### src/rtl/bseq_pkg.sv
package bseq_pkg;
  typedef enum logic [1:0] {
    ST_IDLE = 2'd0,
    ST_ADDR = 2'd1,
    ST_DATA = 2'd2,
    ST_HOLD = 2'd3
  } bseq_state_e;
endpackage

### src/rtl/bseq_sample.sv
module bseq_sample #(
  parameter int NRDY = 2
) (
  input  logic [NRDY-1:0] rdy_n,
  input  logic            boff_n,
  output logic            any_rdy,
  output logic            boff
);
  logic [NRDY-1:0] hit;
  for (genvar g = 0; g < NRDY; g++) begin : g_rdy
    assign hit[g] = ~rdy_n[g];
  end
  assign any_rdy = |hit;
  assign boff    = ~boff_n;
endmodule

### src/rtl/bseq_beat.sv
module bseq_beat #(
  parameter int BURST_LEN = 4,
  localparam int BEAT_W = (BURST_LEN > 1) ? $clog2(BURST_LEN) : 1
) (
  input  logic              clk,
  input  logic              rst,
  input  logic              clr,
  input  logic              inc,
  input  logic              burst,
  output logic [BEAT_W-1:0] beat,
  output logic              last
);
  localparam logic [BEAT_W-1:0] LAST_BURST = BEAT_W'(BURST_LEN - 1);

  always_ff @(posedge clk) begin
    if (rst || clr) beat <= '0;
    else if (inc)   beat <= beat + 1'b1;
  end

  assign last = burst ? (beat == LAST_BURST) : (beat == '0);
endmodule

### src/rtl/bseq_ctl.sv
module bseq_ctl
  import bseq_pkg::*;
#(
  parameter int ADDR_W    = 32,
  parameter int DATA_W    = 64,
  parameter int BURST_LEN = 4,
  localparam int BEAT_W = (BURST_LEN > 1) ? $clog2(BURST_LEN) : 1,
  localparam int CNT_W  = $clog2(BURST_LEN + 1)
) (
  input  logic              clk,
  input  logic              rst,
  input  logic              req_valid,
  input  logic [ADDR_W-1:0] req_addr,
  input  logic              req_write,
  input  logic              req_burst,
  input  logic [DATA_W-1:0] req_wdata,
  input  logic              any_rdy,
  input  logic              boff,
  input  logic [DATA_W-1:0] bus_rdata,
  input  logic [BEAT_W-1:0] beat,
  input  logic              last,
  output logic              beat_clr,
  output logic              beat_inc,
  output logic              burst_q,
  output logic              req_ready,
  output logic              bus_ads_n,
  output logic [ADDR_W-1:0] bus_addr,
  output logic              bus_wr,
  output logic [DATA_W-1:0] bus_wdata,
  output logic              bus_oe,
  output logic              bus_data_oe,
  output logic              rd_valid,
  output logic [DATA_W-1:0] rd_data,
  output logic [BEAT_W-1:0] rd_beat,
  output logic              done_valid,
  output logic [CNT_W-1:0]  done_beats
);
  bseq_state_e state;
  logic        pend;
  logic        accept, restart, ack;

  assign req_ready = (state == ST_IDLE) && !boff;
  assign accept    = req_ready && req_valid;
  assign restart   = (state == ST_HOLD) && !boff && pend;
  assign ack       = (state == ST_DATA) && any_rdy && !boff;
  assign beat_clr  = accept || restart || boff;
  assign beat_inc  = ack && !last;

  always_ff @(posedge clk) begin
    if (rst) begin
      state       <= ST_IDLE;
      pend        <= 1'b0;
      bus_ads_n   <= 1'b1;
      bus_addr    <= '0;
      bus_wr      <= 1'b0;
      burst_q     <= 1'b0;
      bus_wdata   <= '0;
      bus_oe      <= 1'b0;
      bus_data_oe <= 1'b0;
      rd_valid    <= 1'b0;
      rd_data     <= '0;
      rd_beat     <= '0;
      done_valid  <= 1'b0;
      done_beats  <= '0;
    end else begin
      bus_ads_n  <= 1'b1;
      rd_valid   <= 1'b0;
      done_valid <= 1'b0;
      case (state)
        ST_IDLE: begin
          if (boff) begin
            state <= ST_HOLD;
          end else if (req_valid) begin
            state       <= ST_ADDR;
            pend        <= 1'b1;
            bus_addr    <= req_addr;
            bus_wr      <= req_write;
            burst_q     <= req_burst;
            bus_wdata   <= req_wdata;
            bus_ads_n   <= 1'b0;
            bus_oe      <= 1'b1;
            bus_data_oe <= req_write;
          end
        end
        ST_ADDR: begin
          if (boff) begin
            state       <= ST_HOLD;
            bus_oe      <= 1'b0;
            bus_data_oe <= 1'b0;
          end else begin
            state <= ST_DATA;
          end
        end
        ST_DATA: begin
          if (boff) begin
            state       <= ST_HOLD;
            bus_oe      <= 1'b0;
            bus_data_oe <= 1'b0;
          end else if (any_rdy) begin
            rd_valid <= !bus_wr;
            rd_data  <= bus_rdata;
            rd_beat  <= beat;
            if (last) begin
              state       <= ST_IDLE;
              pend        <= 1'b0;
              done_valid  <= 1'b1;
              done_beats  <= CNT_W'(beat) + 1'b1;
              bus_oe      <= 1'b0;
              bus_data_oe <= 1'b0;
            end
          end
        end
        default: begin
          if (!boff) begin
            if (pend) begin
              state       <= ST_ADDR;
              bus_ads_n   <= 1'b0;
              bus_oe      <= 1'b1;
              bus_data_oe <= bus_wr;
            end else begin
              state <= ST_IDLE;
            end
          end
        end
      endcase
    end
  end
endmodule

### src/rtl/bseq_top.sv
module bseq_top #(
  parameter int ADDR_W    = 32,
  parameter int DATA_W    = 64,
  parameter int BURST_LEN = 4,
  localparam int BEAT_W = (BURST_LEN > 1) ? $clog2(BURST_LEN) : 1,
  localparam int CNT_W  = $clog2(BURST_LEN + 1)
) (
  input  logic              clk,
  input  logic              rst,
  input  logic              req_valid,
  output logic              req_ready,
  input  logic [ADDR_W-1:0] req_addr,
  input  logic              req_write,
  input  logic              req_burst,
  input  logic [DATA_W-1:0] req_wdata,
  output logic              bus_ads_n,
  output logic [ADDR_W-1:0] bus_addr,
  output logic              bus_wr,
  output logic [DATA_W-1:0] bus_wdata,
  output logic              bus_oe,
  output logic              bus_data_oe,
  input  logic              bus_rdy_a_n,
  input  logic              bus_rdy_b_n,
  input  logic              bus_boff_n,
  input  logic [DATA_W-1:0] bus_rdata,
  output logic              rd_valid,
  output logic [DATA_W-1:0] rd_data,
  output logic [BEAT_W-1:0] rd_beat,
  output logic              done_valid,
  output logic [CNT_W-1:0]  done_beats
);
  logic              any_rdy, boff;
  logic              beat_clr, beat_inc, burst_q, last;
  logic [BEAT_W-1:0] beat;

  bseq_sample #(.NRDY(2)) i_sample (
    .rdy_n   ({bus_rdy_b_n, bus_rdy_a_n}),
    .boff_n  (bus_boff_n),
    .any_rdy (any_rdy),
    .boff    (boff)
  );

  bseq_beat #(.BURST_LEN(BURST_LEN)) i_beat (
    .clk   (clk),
    .rst   (rst),
    .clr   (beat_clr),
    .inc   (beat_inc),
    .burst (burst_q),
    .beat  (beat),
    .last  (last)
  );

  bseq_ctl #(.ADDR_W(ADDR_W), .DATA_W(DATA_W), .BURST_LEN(BURST_LEN)) i_ctl (
    .clk         (clk),
    .rst         (rst),
    .req_valid   (req_valid),
    .req_addr    (req_addr),
    .req_write   (req_write),
    .req_burst   (req_burst),
    .req_wdata   (req_wdata),
    .any_rdy     (any_rdy),
    .boff        (boff),
    .bus_rdata   (bus_rdata),
    .beat        (beat),
    .last        (last),
    .beat_clr    (beat_clr),
    .beat_inc    (beat_inc),
    .burst_q     (burst_q),
    .req_ready   (req_ready),
    .bus_ads_n   (bus_ads_n),
    .bus_addr    (bus_addr),
    .bus_wr      (bus_wr),
    .bus_wdata   (bus_wdata),
    .bus_oe      (bus_oe),
    .bus_data_oe (bus_data_oe),
    .rd_valid    (rd_valid),
    .rd_data     (rd_data),
    .rd_beat     (rd_beat),
    .done_valid  (done_valid),
    .done_beats  (done_beats)
  );
endmodule

### config.mk
export PLATFORM = sky130hd
export DESIGN_NAME = bseq_top
export DESIGN_NICKNAME = d
export VERILOG_FILES = /design/src/rtl/bseq_pkg.sv /design/src/rtl/bseq_sample.sv /design/src/rtl/bseq_beat.sv /design/src/rtl/bseq_ctl.sv /design/src/rtl/bseq_top.sv
export SDC_FILE = /design/constraint.sdc
export NUM_CORES = 1
export LEC_CHECK = 0
export ABC_AREA = 1
export ABC_CLOCK_PERIOD_IN_PS = 2400
export BUFFER_PORTS_ARGS = -buffer_cell sky130_fd_sc_hd__buf_2
export CAP_MARGIN = 20
export CORE_AREA = 2 2 134 136
export CTS_CLUSTER_DIAMETER = 120
export DETAILED_ROUTE_END_ITERATION = 6
export DIE_AREA = 0 0 136 138
export PLACE_DENSITY = 0.69
export SYNTH_ARGS = -nofsm -noshare
export SYNTH_HDL_FRONTEND = slang
export SYNTH_SLANG_ARGS = --single-unit
export TNS_END_PERCENT = 30
### constraint.sdc
create_clock -name clk -period 2.4 [get_ports clk]
set_input_delay 0.24 -clock clk [delete_from_list [all_inputs] [get_ports clk]]
set_output_delay 0.24 -clock clk [all_outputs]
set_load 0.03 [all_outputs]
==> run metrics <==
Starting Density=37.4%; cts repair resizes=0; DRC=0; Post-Syn Area=6560 µm²; Hold Crit Class=in -> reg; Yosys warning total=0; final setup violation count=0; Die Area=18,800 µm²; Tot GR Track Use=19.3%; GP Congestion=0.849; Area Growth Syn to Fin=37.4%; vias in the first global route=5,954; GRT overflow=0; CP Capture Type=flip-flop; CTS tree=built; flops & latches, synth=177; slew margin rel.=58.9%; actual slew at the worst max-slew pin=0.616 ns; final hold violation count=0; top post-synthesis cells by area=dfxtp_1, o21ai_0, nor2_1; TNS Setup=0 ns; total number of vias=6,375; top cell type's share of synthesized area=54.0%; clock sinks=177; IO Count=340; CTS buffer count=17; CP arrival=2.41 ns; CORE AREA=17,500 µm²; first drt pass iteration count=4; detailed-route wire length=18,600 µm; Vias/cell=4.56; Die Span Y=138 µm; Syn Nets=1,023; sequential area share after synthesis=54.0%; pwr dens=1050 nW/µm²; ANT cells=0; die width=136 µm; CTS Buffer Depth=2; largest net degree at the start of global routing=88; Pleak=0.00453 µW; worst slack at placement=0.293 ns; wire per inst=13.3 µm; filler cell count=1,731; maximum clock rate=477 MHz; dominant cell type by area after synthesis=dfxtp_1; HPWL after DPL=13,300 µm; Site Rows=49; first-pass GRT wire length=29,100 µm; Peak supply drop=533 µV; layout cells sized above 1=32.9%; post-route worst setup slack=0.302 ns; kind of critical path=reg -> reg; CP required=2.72 ns; Worst Skew=0.0215 ns; DR iter-0 viols=246; Clk pin slew, worst setup/hold paths=0.07 ns; synthesized area per cell=7.78 µm²; fin crit period=2.10 ns; reg2reg setup slack=0.30 ns; period utilization=87.4%; H-tree Lvls=4; # port buffers=339; run status=completed; Mapped Cells=844; Post-CTS Repair Setup Buffers=0; Max Cap Violations=0; Final #Nets=1,336; initial antenna violation count=0; # hold bufs at CTS=0; Routed Antenna Nets=0; Pins Over Slew Limit=0; RSZ-0062 raised after global routing=false; library cells used by synthesis=21; root buffer cell=clkbuf_16; clock latency at the later pin of the worst-skew pair=0.43 ns; crit path launch type=flip-flop; crit-path max FO=70
[metrics by stage]
| step | instance area, µm² | cells | total power, µW | util [%] | hold WS, ns |
|---|---|---|---|---|---|
| 2_1_floorplan | 6560 | 844 | 5880 | - | 0.309 |
| 3_3_place_gp | 8440 | 1367 | 6800 | 48.1 | 0.428 |
| 3_5_place_dp | 8440 | 1367 | 6850 | 48.1 | 0.431 |
| 4_1_cts | 9020 | 1399 | 9620 | 51.4 | 0.00733 |
| 5_1_grt | 9020 | 1399 | 10100 | 51.4 | 0.0141 |
| 6_report | 9020 | 1399 | 9500 | 51.4 | 0.0284 |
[synth_stat cells]
cell type	count
o2111ai_1	1
ha_1	11
nand3_2	1
buf_6	1
inv_1	118
nor2_4	1
nand2_1	37
dfxtp_1	177
a21oi_1	105
buf_4	1
nor3_1	1
a211oi_1	1
clkbuf_1	43
buf_1	1
a211oi_2	1
inv_2	2
buf_2	8
nor2_1	148
nand4_1	1
o21ai_0	173
nand3_1	12
[critical path, stage by stage (launching register included)]
cell and delay [ns]:
dfxtp_1 0.36, inv_1 0.17, ha_1 0.25, nand2_1 0.11, nor2_4 0.13, buf_4 0.50
nand2_1 0.20, o21ai_0 0.20, nor2_1 0.06
[flip-flops by register name, indices dropped and copies added (netlist names), 2 cells and up]
signal / count
i_beat.beat: 2
i_ctl.bus_addr: 32
i_ctl.bus_wdata: 64
i_ctl.done_beats: 3
i_ctl.rd_beat: 2
i_ctl.rd_data: 64
i_ctl.state: 2
[layer usage]
metal	track usage, %	wire, µm	vias to the layer above
met5	0	0	-
met4	6.80	363	0
met3	7.00	1730	24
met2	31.9	8770	247
met1	23.0	7770	2787
li1	-	-	3317
[worst paths after layout]
| kind | end | cells after the start | from |
|---|---|---|---|
| worst min-delay path | i_ctl.rd_data[10]$_SDFFE_PP0P_ | 3 | bus_rdata[10] |
| worst max-delay path | i_ctl.done_beats[0]$_SDFFE_PP0P_ | 8 | i_ctl.state[0]$_SDFFE_PP0P_ |
| worst max register to register | i_ctl.done_beats[0]$_SDFFE_PP0P_ | 8 | i_ctl.state[0]$_SDFFE_PP0P_ |
| worst min register to register | i_ctl.bus_wdata[16]$_SDFFE_PP0P_ | 2 | i_ctl.bus_wdata[16]$_SDFFE_PP0P_ |
[cell usage in the layout (no fill, tap or decap), drive strengths merged]
| cell type | n |
|---|---|
| a211oi | 2 |
| a21oi | 105 |
| buf | 348 |
| bufinv | 1 |
| clkbuf | 18 |
| clkinv | 2 |
| clkinvlp | 3 |
| dfxtp | 177 |
| ha | 11 |
| inv | 128 |
| nand2 | 37 |
| nand3 | 13 |
| nand4 | 1 |
| nor2 | 149 |
| nor3 | 1 |
| o2111ai | 1 |
| o21ai | 173 |
[where the power goes]
group	switching [µW]	internal, µW	leakage (µW)
registers	258	3470	0.00145
clock network	1240	1490	0.000280
logic	2160	888	0.00280
total	3650	5850	0.00453
[layout make-up]
cell class	count	area, µm²	area share (%)
multi-input combinational	493	2350	26.1
clock inverter	14	140	1.55
tap	229	287	3.18
sequential	177	3540	39.3
inverter	120	453	5.02
clock buffer	18	439	4.87
timing repair buffer	348	1800	20.0
[cells by family after synthesis]
family | count (synthesis) | synth area share, %
adder cells (fa/ha/maj) | 11 | 2.10
AND/OR/NAND/NOR | 201 | 12.0
flip-flops | 177 | 54.0
buffers and inverters | 174 | 10.3
AO/OA/AOI/OAI | 281 | 21.6
(Power assumes the default switching activity.)
